File: config.mk
export PLATFORM = sky130hd
export DESIGN_NAME = subdec_abort_unit
export DESIGN_NICKNAME = d
export VERILOG_FILES = /design/src/rtl/sda_pkg.sv /design/src/rtl/sda_range_check.sv /design/src/rtl/sda_phase_counter.sv /design/src/rtl/sda_outcome.sv /design/src/rtl/subdec_abort_unit.sv
export SDC_FILE = /design/constraint.sdc
export NUM_CORES = 1
export LEC_CHECK = 0
export ABC_AREA = 1
export BUFFER_PORTS_ARGS = -buffer_cell sky130_fd_sc_hd__buf_2
export CAP_MARGIN = 20
export CORE_ASPECT_RATIO = 1.1
export CORE_UTILIZATION = 36
export DETAILED_ROUTE_END_ITERATION = 7
export PLACE_DENSITY = 0.78
export RECOVER_POWER = 50
export SYNTH_ARGS = -nofsm -noshare
export SYNTH_HDL_FRONTEND = slang
export SYNTH_SLANG_ARGS = --single-unit
File: constraint.sdc
create_clock -name clk -period 1.2 [get_ports clk]
set_input_delay 0.06 -clock clk [delete_from_list [all_inputs] [get_ports clk]]
set_output_delay 0.06 -clock clk [all_outputs]
set_load 0.03 [all_outputs]
File: src/rtl/sda_pkg.sv
package sda_pkg;

  typedef enum logic [1:0] {
    SPACE_NONE = 2'd0,
    SPACE_IO   = 2'd1,
    SPACE_MEM  = 2'd2
  } space_e;

  function automatic space_e space_of(input logic [3:0] c);
    case (c)
      4'b0010, 4'b0011:                           space_of = SPACE_IO;
      4'b0110, 4'b0111, 4'b1100, 4'b1110, 4'b1111: space_of = SPACE_MEM;
      default:                                    space_of = SPACE_NONE;
    endcase
  endfunction

  function automatic logic is_read_cmd(input logic [3:0] c);
    case (c)
      4'b0010, 4'b0110, 4'b1010, 4'b1100, 4'b1110: is_read_cmd = 1'b1;
      default:                                     is_read_cmd = 1'b0;
    endcase
  endfunction

endpackage

File: src/rtl/sda_range_check.sv
module sda_range_check
  import sda_pkg::*;
#(
  parameter int AW       = 32,
  parameter int IO_BITS  = 16,
  parameter int MEM_BITS = 24
) (
  input  logic          clk,
  input  logic          rst_n,
  input  logic          start,
  input  logic [AW-1:0] addr,
  input  logic [3:0]    cmd,
  output logic          hit,
  output logic          hit_q,
  output logic          rd_q
);

  logic   io_ok, mem_ok, hit_now, hit_d, rd_d;
  space_e sp;

  always_comb begin
    sp      = space_of(cmd);
    io_ok   = ((addr >> IO_BITS) == '0);
    mem_ok  = ((addr >> MEM_BITS) == '0);
    case (sp)
      SPACE_IO:  hit_now = io_ok;
      SPACE_MEM: hit_now = mem_ok;
      default:   hit_now = 1'b0;
    endcase
    hit_d = start ? hit_now : hit_q;
    rd_d  = start ? is_read_cmd(cmd) : rd_q;
    hit   = hit_d;
  end

  always_ff @(posedge clk or negedge rst_n) begin
    if (!rst_n) begin
      hit_q <= 1'b0;
      rd_q  <= 1'b0;
    end else begin
      hit_q <= hit_d;
      rd_q  <= rd_d;
    end
  end

endmodule

File: src/rtl/sda_phase_counter.sv
module sda_phase_counter #(
  parameter int MAX_CYC = 6,
  localparam int CW     = $clog2(MAX_CYC + 1)
) (
  input  logic          clk,
  input  logic          rst_n,
  input  logic          frame_n,
  input  logic          devsel_n,
  output logic          start,
  output logic          idle,
  output logic          open,
  output logic [CW-1:0] tick
);

  logic          busy_q, busy_d;
  logic          seen_q, seen_d;
  logic [CW-1:0] cnt_q,  cnt_d;

  always_comb begin
    start  = !busy_q && !frame_n;
    idle   = busy_q && frame_n && devsel_n;
    open   = !frame_n && devsel_n && (start || (busy_q && !seen_q));
    busy_d = busy_q;
    seen_d = seen_q;
    cnt_d  = cnt_q;
    if (start) begin
      busy_d = 1'b1;
      seen_d = !devsel_n;
      cnt_d  = CW'(1);
    end else if (idle) begin
      busy_d = 1'b0;
      seen_d = 1'b0;
      cnt_d  = '0;
    end else if (busy_q) begin
      seen_d = seen_q || !devsel_n;
      if (open && cnt_q != CW'(MAX_CYC)) cnt_d = cnt_q + CW'(1);
    end
    tick = cnt_d;
  end

  always_ff @(posedge clk or negedge rst_n) begin
    if (!rst_n) begin
      busy_q <= 1'b0;
      seen_q <= 1'b0;
      cnt_q  <= '0;
    end else begin
      busy_q <= busy_d;
      seen_q <= seen_d;
      cnt_q  <= cnt_d;
    end
  end

  p_count_frozen_r5: assert property (@(posedge clk) disable iff (!rst_n)
    (busy_q && seen_q && !frame_n) |=> $stable(cnt_q));

  p_count_bound_r6: assert property (@(posedge clk) disable iff (!rst_n)
    cnt_q <= CW'(MAX_CYC));

endmodule

File: src/rtl/sda_outcome.sv
module sda_outcome #(
  parameter int CLAIM_SLOW = 5,
  parameter int CLAIM_FAST = 3,
  parameter int ABORT_CYC  = 6,
  localparam int CW        = $clog2(ABORT_CYC + 1)
) (
  input  logic          clk,
  input  logic          rst_n,
  input  logic          idle,
  input  logic          open,
  input  logic [CW-1:0] tick,
  input  logic          hit,
  input  logic          hit_q,
  input  logic          fast_decode,
  input  logic          abort_clr,
  output logic          claim_q,
  output logic          abort_q,
  output logic          sticky_q
);

  logic          claim_d, abort_d, sticky_d;
  logic          claim_now, abort_now;
  logic [CW-1:0] claim_cyc;

  always_comb begin
    claim_cyc = fast_decode ? CW'(CLAIM_FAST) : CW'(CLAIM_SLOW);
    claim_now = open && hit && !claim_q && !abort_q && (tick == claim_cyc);
    abort_now = open && !claim_q && !abort_q && (tick == CW'(ABORT_CYC));
    claim_d   = idle ? 1'b0 : (claim_q || claim_now);
    abort_d   = idle ? 1'b0 : (abort_q || abort_now);
    sticky_d  = sticky_q;
    if (abort_clr) sticky_d = 1'b0;
    if (abort_now) sticky_d = 1'b1;
  end

  always_ff @(posedge clk or negedge rst_n) begin
    if (!rst_n) begin
      claim_q  <= 1'b0;
      abort_q  <= 1'b0;
      sticky_q <= 1'b0;
    end else begin
      claim_q  <= claim_d;
      abort_q  <= abort_d;
      sticky_q <= sticky_d;
    end
  end

  p_one_outcome_r9: assert property (@(posedge clk) disable iff (!rst_n)
    !(claim_q && abort_q));

  p_claim_in_range_r3: assert property (@(posedge clk) disable iff (!rst_n)
    claim_q |-> hit_q);

  p_sticky_hold_r8: assert property (@(posedge clk) disable iff (!rst_n)
    (sticky_q && !abort_clr) |=> sticky_q);

  p_idle_clears_r10: assert property (@(posedge clk) disable iff (!rst_n)
    idle |=> (!claim_q && !abort_q));

  p_abort_sets_status_r6: assert property (@(posedge clk) disable iff (!rst_n)
    $rose(abort_q) |-> sticky_q);

endmodule

File: src/rtl/subdec_abort_unit.sv
module subdec_abort_unit #(
  parameter int AW         = 32,
  parameter int DW         = 32,
  parameter int IO_BITS    = 16,
  parameter int MEM_BITS   = 24,
  parameter int CLAIM_SLOW = 5,
  parameter int CLAIM_FAST = 3,
  parameter int ABORT_CYC  = 6
) (
  input  logic          clk,
  input  logic          rst_n,
  input  logic          frame_n,
  input  logic          devsel_n,
  input  logic [AW-1:0] addr,
  input  logic [3:0]    cmd,
  input  logic          fast_decode,
  input  logic [DW-1:0] bus_rdata,
  input  logic          abort_clr,
  output logic          sub_claim,
  output logic          frame_release,
  output logic          abort_sticky,
  output logic [DW-1:0] read_data
);

  localparam int CW = $clog2(ABORT_CYC + 1);

  logic          rst_s1, rst_s2;
  logic          start, idle, open, hit, hit_q, rd_q;
  logic          claim_q, abort_q, sticky_q;
  logic [CW-1:0] tick;

  always_ff @(posedge clk or negedge rst_n) begin
    if (!rst_n) begin
      rst_s1 <= 1'b0;
      rst_s2 <= 1'b0;
    end else begin
      rst_s1 <= 1'b1;
      rst_s2 <= rst_s1;
    end
  end

  sda_phase_counter #(.MAX_CYC(ABORT_CYC)) u_cnt (
    .clk(clk), .rst_n(rst_s2), .frame_n(frame_n), .devsel_n(devsel_n),
    .start(start), .idle(idle), .open(open), .tick(tick)
  );

  sda_range_check #(.AW(AW), .IO_BITS(IO_BITS), .MEM_BITS(MEM_BITS)) u_rng (
    .clk(clk), .rst_n(rst_s2), .start(start), .addr(addr), .cmd(cmd),
    .hit(hit), .hit_q(hit_q), .rd_q(rd_q)
  );

  sda_outcome #(.CLAIM_SLOW(CLAIM_SLOW), .CLAIM_FAST(CLAIM_FAST),
                .ABORT_CYC(ABORT_CYC)) u_out (
    .clk(clk), .rst_n(rst_s2), .idle(idle), .open(open), .tick(tick),
    .hit(hit), .hit_q(hit_q), .fast_decode(fast_decode),
    .abort_clr(abort_clr), .claim_q(claim_q), .abort_q(abort_q),
    .sticky_q(sticky_q)
  );

  always_comb begin
    sub_claim     = claim_q;
    frame_release = abort_q;
    abort_sticky  = sticky_q;
    read_data     = (abort_q && rd_q) ? {DW{1'b1}} : bus_rdata;
  end

  p_release_needs_silence_r5: assert property (@(posedge clk) disable iff (!rst_s2)
    $rose(frame_release) |-> $past(devsel_n));

endmodule

# [Word level (Yosys, flattened, before mapping)]
# Cells that the tools add are included.
[word_totals] latchBits=0 memories=0 output_inout_bits=35 ff_bits=12 ram_bits=0 mem_bits_ro=0
[op_classes] div_mod_pow=0 add_sub_neg=1 eq_ne=13 order_cmp=0 multipliers=0 muxes=19 bitwise_logic=0 n_shift=0 n_reduce_logical=33
[ops] operator="$logic_not A32 Y1" count=2
[ops] operator="$mux W32" count=1
[ops] operator="$eq A4 B4 Y1 const B" count=4
[ops] operator="$logic_and A1 B1 Y1" count=15
[ops] operator="$mux W3" count=5
[ops] operator="$mux W1" count=11
[ops] operator="$reduce_or A5 Y1" count=2
[ops] operator="$eq A4 B2 Y1 const B" count=2
[ops] operator="$eq A4 B3 Y1 const B" count=2
[ops] operator="$logic_not A1 Y1" count=6
[ops] operator="$logic_or A1 B1 Y1" count=4
[ops] operator="$pmux W2 S2" count=1
[ops] operator="$reduce_bool A2 Y1" count=2
[ops] operator="$add A3 B1 Y3 const B" count=1
[ops] operator="$eq A3 B3 Y1" count=1
[ops] operator="$eq A3 B3 Y1 const B" count=1
[ops] operator="$ne A3 B3 Y1 const B" count=1
[ops] operator="$reduce_bool A3 Y1" count=1
[ops] operator="$eq A2 B1 Y1 const B" count=1
[ops] operator="$eq A2 B2 Y1 const B" count=1
[ops] operator="$pmux W1 S2" count=1
[ops] operator="$reduce_or A2 Y1" count=1

# [Depth between registers and ports, before layout]
[depth] ltp_word=13 mapped_depth=12

# [Cells and area by module]
# A second synthesis with hierarchy kept.
[hier_totals] cells_unflattened=178 area_unflattened_um2=1062.3
[modules_own_cells] mod="subdec_abort_unit" cells_per_inst=71 seq_area_each_um2=50.0 area_per_inst_um2=339.1 instances=1
[modules_own_cells] mod="sda_phase_counter" cells_per_inst=41 seq_area_each_um2=125.1 area_per_inst_um2=321.6 instances=1
[modules_own_cells] mod="sda_range_check" cells_per_inst=40 seq_area_each_um2=50.0 area_per_inst_um2=225.2 instances=1
[modules_own_cells] mod="sda_outcome" cells_per_inst=26 seq_area_each_um2=75.1 area_per_inst_um2=176.4 instances=1

# [Worst setup path before layout]
# Ideal clock, no wire load.
[synth_path] path_kind="register to register" start="register u_cnt.cnt_q[0]" end="register u_out.abort_q" t_arrival_ns=1.297 setup_time_ns=0.073 n_path_buf=0 stages_incl_launch_ff=12 required_ns=1.127 slack_ns=-0.170 path_cell_list="dfrtp_1 -> inv_1 -> ha_1 -> nand2_1 -> nand2_2 -> nor2_4 -> nand3_1 -> nand2_2 -> nand2_1 -> inv_2 -> nand4_2 -> a21oi_2"
[synth_between] elab_chain_cells=10 word_cells_on_any_way=11
[synth_rtl] element="start: declaration" line_no="sda_phase_counter.sv:17" rtl="logic [CW-1:0] cnt_q, cnt_d;"
[synth_rtl] element="start signal: assignment" line_no="sda_phase_counter.sv:49" rtl="cnt_q <= cnt_d;"
[synth_rtl] element="branches (longest 2 deep; another with $add A3 B1 Y3)"
[synth_rtl] element="$mux W3 *" line_no="sda_phase_counter.sv:36" rtl="if (open && cnt_q != CW'(MAX_CYC)) cnt_d = cnt_q + CW'(1);"
[synth_rtl] element="$mux W3 *" line_no="sda_phase_counter.sv:34" rtl="end else if (busy_q) begin"
[synth_rtl] element="$mux W3 *" line_no="sda_phase_counter.sv:30" rtl="end else if (idle) begin"
[synth_rtl] element="$mux W3 *" line_no="sda_phase_counter.sv:26" rtl="if (start) begin"
[synth_rtl] element="net tick[2]" line_no="subdec_abort_unit.sv:30" rtl="logic [CW-1:0] tick;"
[synth_rtl] element="$eq A3 B3 Y1 *" line_no="sda_outcome.sv:28" rtl="abort_now = open && !claim_q && !abort_q && (tick == CW'(ABORT_CYC));"
[synth_rtl] element="$logic_and A1 B1 Y1 *" line_no="sda_outcome.sv:28"
[synth_rtl] element="$logic_or A1 B1 Y1 *" line_no="sda_outcome.sv:30" rtl="abort_d = idle ? 1'b0 : (abort_q || abort_now);"
[synth_rtl] element="$mux W1 *" line_no="sda_outcome.sv:30"
[synth_rtl] element="net u_out.abort_d" line_no="sda_outcome.sv:21" rtl="logic claim_d, abort_d, sticky_d;"
[synth_rtl] element="end signal: assignment" line_no="sda_outcome.sv:43" rtl="abort_q <= abort_d;"
[synth_rtl] element="end: declaration" line_no="sda_outcome.sv:17" rtl="output logic abort_q,"
# Mark *: on every way through the listed nets, which the timed path passes.
# A chain may end at the register's enable or synchronous reset.

# [Worst setup path in the final report]
[layout_path] start="register u_cnt.cnt_q[1]" end="register u_out.claim_q"
[layout_between] elab_chain_cells=10 word_cells_on_any_way=11
[layout_rtl] element="branches (longest 3 deep; another with $add A3 B1 Y3)"
[layout_rtl] element="$mux W3 *" line_no="sda_phase_counter.sv:34"
[layout_rtl] element="$mux W3 *" line_no="sda_phase_counter.sv:30"
[layout_rtl] element="$mux W3 *" line_no="sda_phase_counter.sv:26"
[layout_rtl] element="$eq A3 B3 Y1 *" line_no="sda_outcome.sv:27" rtl="claim_now = open && hit && !claim_q && !abort_q && (tick == claim_cyc);"
[layout_rtl] element="$logic_and A1 B1 Y1 *" line_no="sda_outcome.sv:27"
[layout_rtl] element="$logic_or A1 B1 Y1 *" line_no="sda_outcome.sv:29" rtl="claim_d = idle ? 1'b0 : (claim_q || claim_now);"
[layout_rtl] element="$mux W1 *" line_no="sda_outcome.sv:29"
[layout_rtl] element="net u_out.claim_d" line_no="sda_outcome.sv:21"
[layout_rtl] element="end signal: assignment" line_no="sda_outcome.sv:42" rtl="claim_q <= claim_d;"
[layout_rtl] element="end: declaration" line_no="sda_outcome.sv:16" rtl="output logic claim_q,"
# Marked as above.

==> flow_metrics.env <==
export IMPL_hold_path_end="u_cnt.busy_q$_DFFE_PN0P_"
export IMPL_cts_tree="yes"
export IMPL_clk_latency_ps=270
export IMPL_ir_worst_vdd_mv=0.7757
export IMPL_final_layout_size_suffix_gt1_share_pct=62.13
export IMPL_hpwlAfterDp_um=2271
export IMPL_synth_seq_cells=12
export IMPL_first_pass_iters=4
export IMPL_synth_cell_area_um2=1075
export IMPL_post_drt_wl_per_cell_um=12.69
export IMPL_leakagePower_nw=1.416
export IMPL_drtIter0Drc=19
export IMPL_rsz0062_at_grt="yes"
export IMPL_pre_cts_ws_ps=-252.8
export IMPL_cp_cell_sequence="ha_4 -> nand2_2 -> nand2_4 -> inv_4 -> nand3_1 -> nand3_2 -> nand3_2 -> nor2_2 -> nand3_1 -> a21oi_1"
export IMPL_layout_setup_ws_ps=-279.6
export IMPL_yosys_warnings=0
export IMPL_start_util_pct=38.35
export IMPL_nNetsFinal=380
export IMPL_hp_start="frame_n"
export IMPL_grt_pass1_wl_um=4664
export IMPL_antenna_cells=0
export IMPL_setup_viol_count_final=38
export IMPL_crit_start="u_cnt.cnt_q[1]$_DFF_PN0_"
export IMPL_status="finished with violations"
export IMPL_async_flop_share_pct=100.0
export IMPL_routed_via_density=4.464
export IMPL_grt_pass1_vias=1227
export IMPL_netlist_top_cells_count="60 x nand2_1, 58 x inv_1, 12 x dfrtp_1"
export IMPL_fp_dieW_um=54.10
export IMPL_synth_most_common_cell="nand2_1"
export IMPL_multi_input_area_um2=849.6
export IMPL_cts_sinks=12
export IMPL_clock_path_buffers=2
export IMPL_critPathMaxStageDelay_ps=420
export IMPL_arrival_ps=1680
export IMPL_seqCellArea_um2=302.8
export IMPL_wirelength_um=4237
export IMPL_placed_cells=321
export IMPL_p_total_mw=1.562
export IMPL_slew_violations=0
export IMPL_path_clk_slew_ps=80
export IMPL_reg2reg_setup_slack_ps=-280
export IMPL_rows=20
export IMPL_critPathKind="flop to flop"
export IMPL_ys_seq_area_share_pct=27.94
export IMPL_numCtsBuffers=3
export IMPL_fmax_mhz=675.8
export IMPL_hold_ws_ps=30.47
export IMPL_critPathLaunchType="flop"
export IMPL_synth_cell_types=25
export IMPL_reg2reg_depth=10
export IMPL_layout_worst_path_cycle_share_pct=123.3
export IMPL_cts_root_buffer="clkbuf_4"
export IMPL_avgSynthCellArea_um2=5.747
export IMPL_vias=1491
export IMPL_ant_nets=0
export IMPL_endpoint_kind="flop"
export IMPL_r2r_start="u_cnt.cnt_q[1]$_DFF_PN0_"
export IMPL_ys_flop_type="dfrtp_1"
export IMPL_syn_instance_count=187
export IMPL_track_usage_pct=19.64
export IMPL_finalCoreUtilization_pct=84.42
export IMPL_cp_required_ps=1400
export IMPL_min_period_ps=1480
export IMPL_cp_max_fo=3
export IMPL_violations="negative setup slack"
export IMPL_n_fill_cell=154
export IMPL_fin_worst_skew_ps=1.873
export IMPL_drc=0
export IMPL_p_per_area_nw_per_um2=660.2
export IMPL_overflow=0
export IMPL_htreeDepth=1
export IMPL_final_cells=334
export IMPL_io_pins=109
export IMPL_synthTopCellsByArea="dfrtp_1 28%, nand2_1 21%, inv_1 20%, ha_1 4.7%, nor2_1 3.8%"
export IMPL_synth_edf_count=0
export IMPL_hold_class="input pin to flop"
export IMPL_cap_viol_max_count=0
export IMPL_dieArea_um2=3208
export IMPL_synth_nets=265
export IMPL_syn2layout_area_growth_pct=120.1
export IMPL_grt_max_degree=33
export IMPL_critPathSlowestCell="dfrtp_1"
export IMPL_portBuffers=92
export IMPL_place_gp_congestion=0.8017
export IMPL_hold_viol_final=0
export IMPL_synth_top_area_share_pct=27.94
export IMPL_core_area_um2=2803
export IMPL_r2r_end="u_out.claim_q$_DFF_PN0_"
export IMPL_antenna_found_initial=0
export IMPL_die_y_um=59.31
export IMPL_synth_top_cell_by_area="dfrtp_1"
export IMPL_min_path_cells=2
-- worst max path at each step --
| stage | to | slack (ps) |
|---|---|---|
| after floorplan | u_out.abort_q$_DFF_PN0_ | -160 |
| after global placement | u_out.claim_q$_DFF_PN0_ | -240 |
| after detailed placement | u_out.claim_q$_DFF_PN0_ | -250 |
| after CTS | u_out.claim_q$_DFF_PN0_ | -240 |
| after global routing | u_out.claim_q$_DFF_PN0_ | -360 |
| final | u_out.claim_q$_DFF_PN0_ | -280 |
-- through the flow --
stage               area, um^2  setup TNS, ps
floorplan                 1086         -449.0
global placement          1675         -908.1
detailed placement        1675          -1136
CTS                       1978          -3931
global route              2366          -5266
finish                    2366          -3558
-- area by class of cell --
type / instances / share of cell area (%)
timing repair buffer: 113 / 37.76
multi-input combinational: 108 / 35.91
sequential: 12 / 12.80
inverter: 64 / 10.26
tap: 33 / 1.745
clock buffer: 4 / 1.534
-- registers in the layout (all words and copies together), names as in the netlist --
name            flops
u_rng.hit_q         1
u_cnt.cnt_q         3
u_cnt.seen_q        1
u_out.abort_q       1
rst_s1              1
u_cnt.busy_q        1
u_out.sticky_q      1
u_rng.rd_q          1
rst_s2              1
u_out.claim_q       1
-- kinds of logic (layout without fill, tap and decap cells) --
kind of cell	Yosys count	after routing	share of synthesized area [%]
simple gates	93	93	38.18
buf+inv	67	181	23.40
flops	12	12	27.94
compound gates	10	10	5.472
fa+ha+maj	4	4	4.657
other cells	1	1	0.3489
-- repair_timing --
action | 4_1_cts | 5_1_grt
gates cloned | 0 | 3
setup buffers | 1 | 3
endpoints found under the hold margin | 3 | 0
resized for setup | 75 | 83
hold buffers | 2 | 0
endpoints found under the setup margin | 38 | 39
pin swaps | 8 | 8
-- layout by cell type, fill, tap and decap left out, types with 3 or more instances in the layout --
| master | instances |
|---|---|
| nand2_4 | 30 |
| inv_1 | 55 |
| nand3_2 | 5 |
| buf_2 | 59 |
| clkbuf_4 | 3 |
| buf_4 | 13 |
| nand3_1 | 4 |
| nand2_2 | 16 |
| buf_6 | 33 |
| nor2_1 | 9 |
| ha_1 | 3 |
| inv_2 | 7 |
| nand2_1 | 17 |
| dfrtp_1 | 10 |
-- metal layers --
layer	wire length [um]	GRT usage, %
met4	87	5.861
met3	224	2.821
met5	0	0
met1	1473	18.25
met2	2452	41.27
-- report_power, final --
group	internal [mW]	total [mW]	switching [mW]
Sequential	0.430	0.459	0.0288
Combinational	0.367	0.782	0.415
Clock	0.184	0.321	0.137
-- worst max-delay path, delay by kind of cell (launching register included) --
| kind | cells | cell delay (ps) |
|---|---|---|
| buffers and inverters | 1 | 80 |
| AO/OA/AOI/OAI | 1 | 120 |
| AND/OR/NAND/NOR | 7 | 620 |
| flip-flops | 1 | 420 |
| adder cells (fa/ha/maj) | 1 | 170 |
Power figures use the tool's default switching activity.
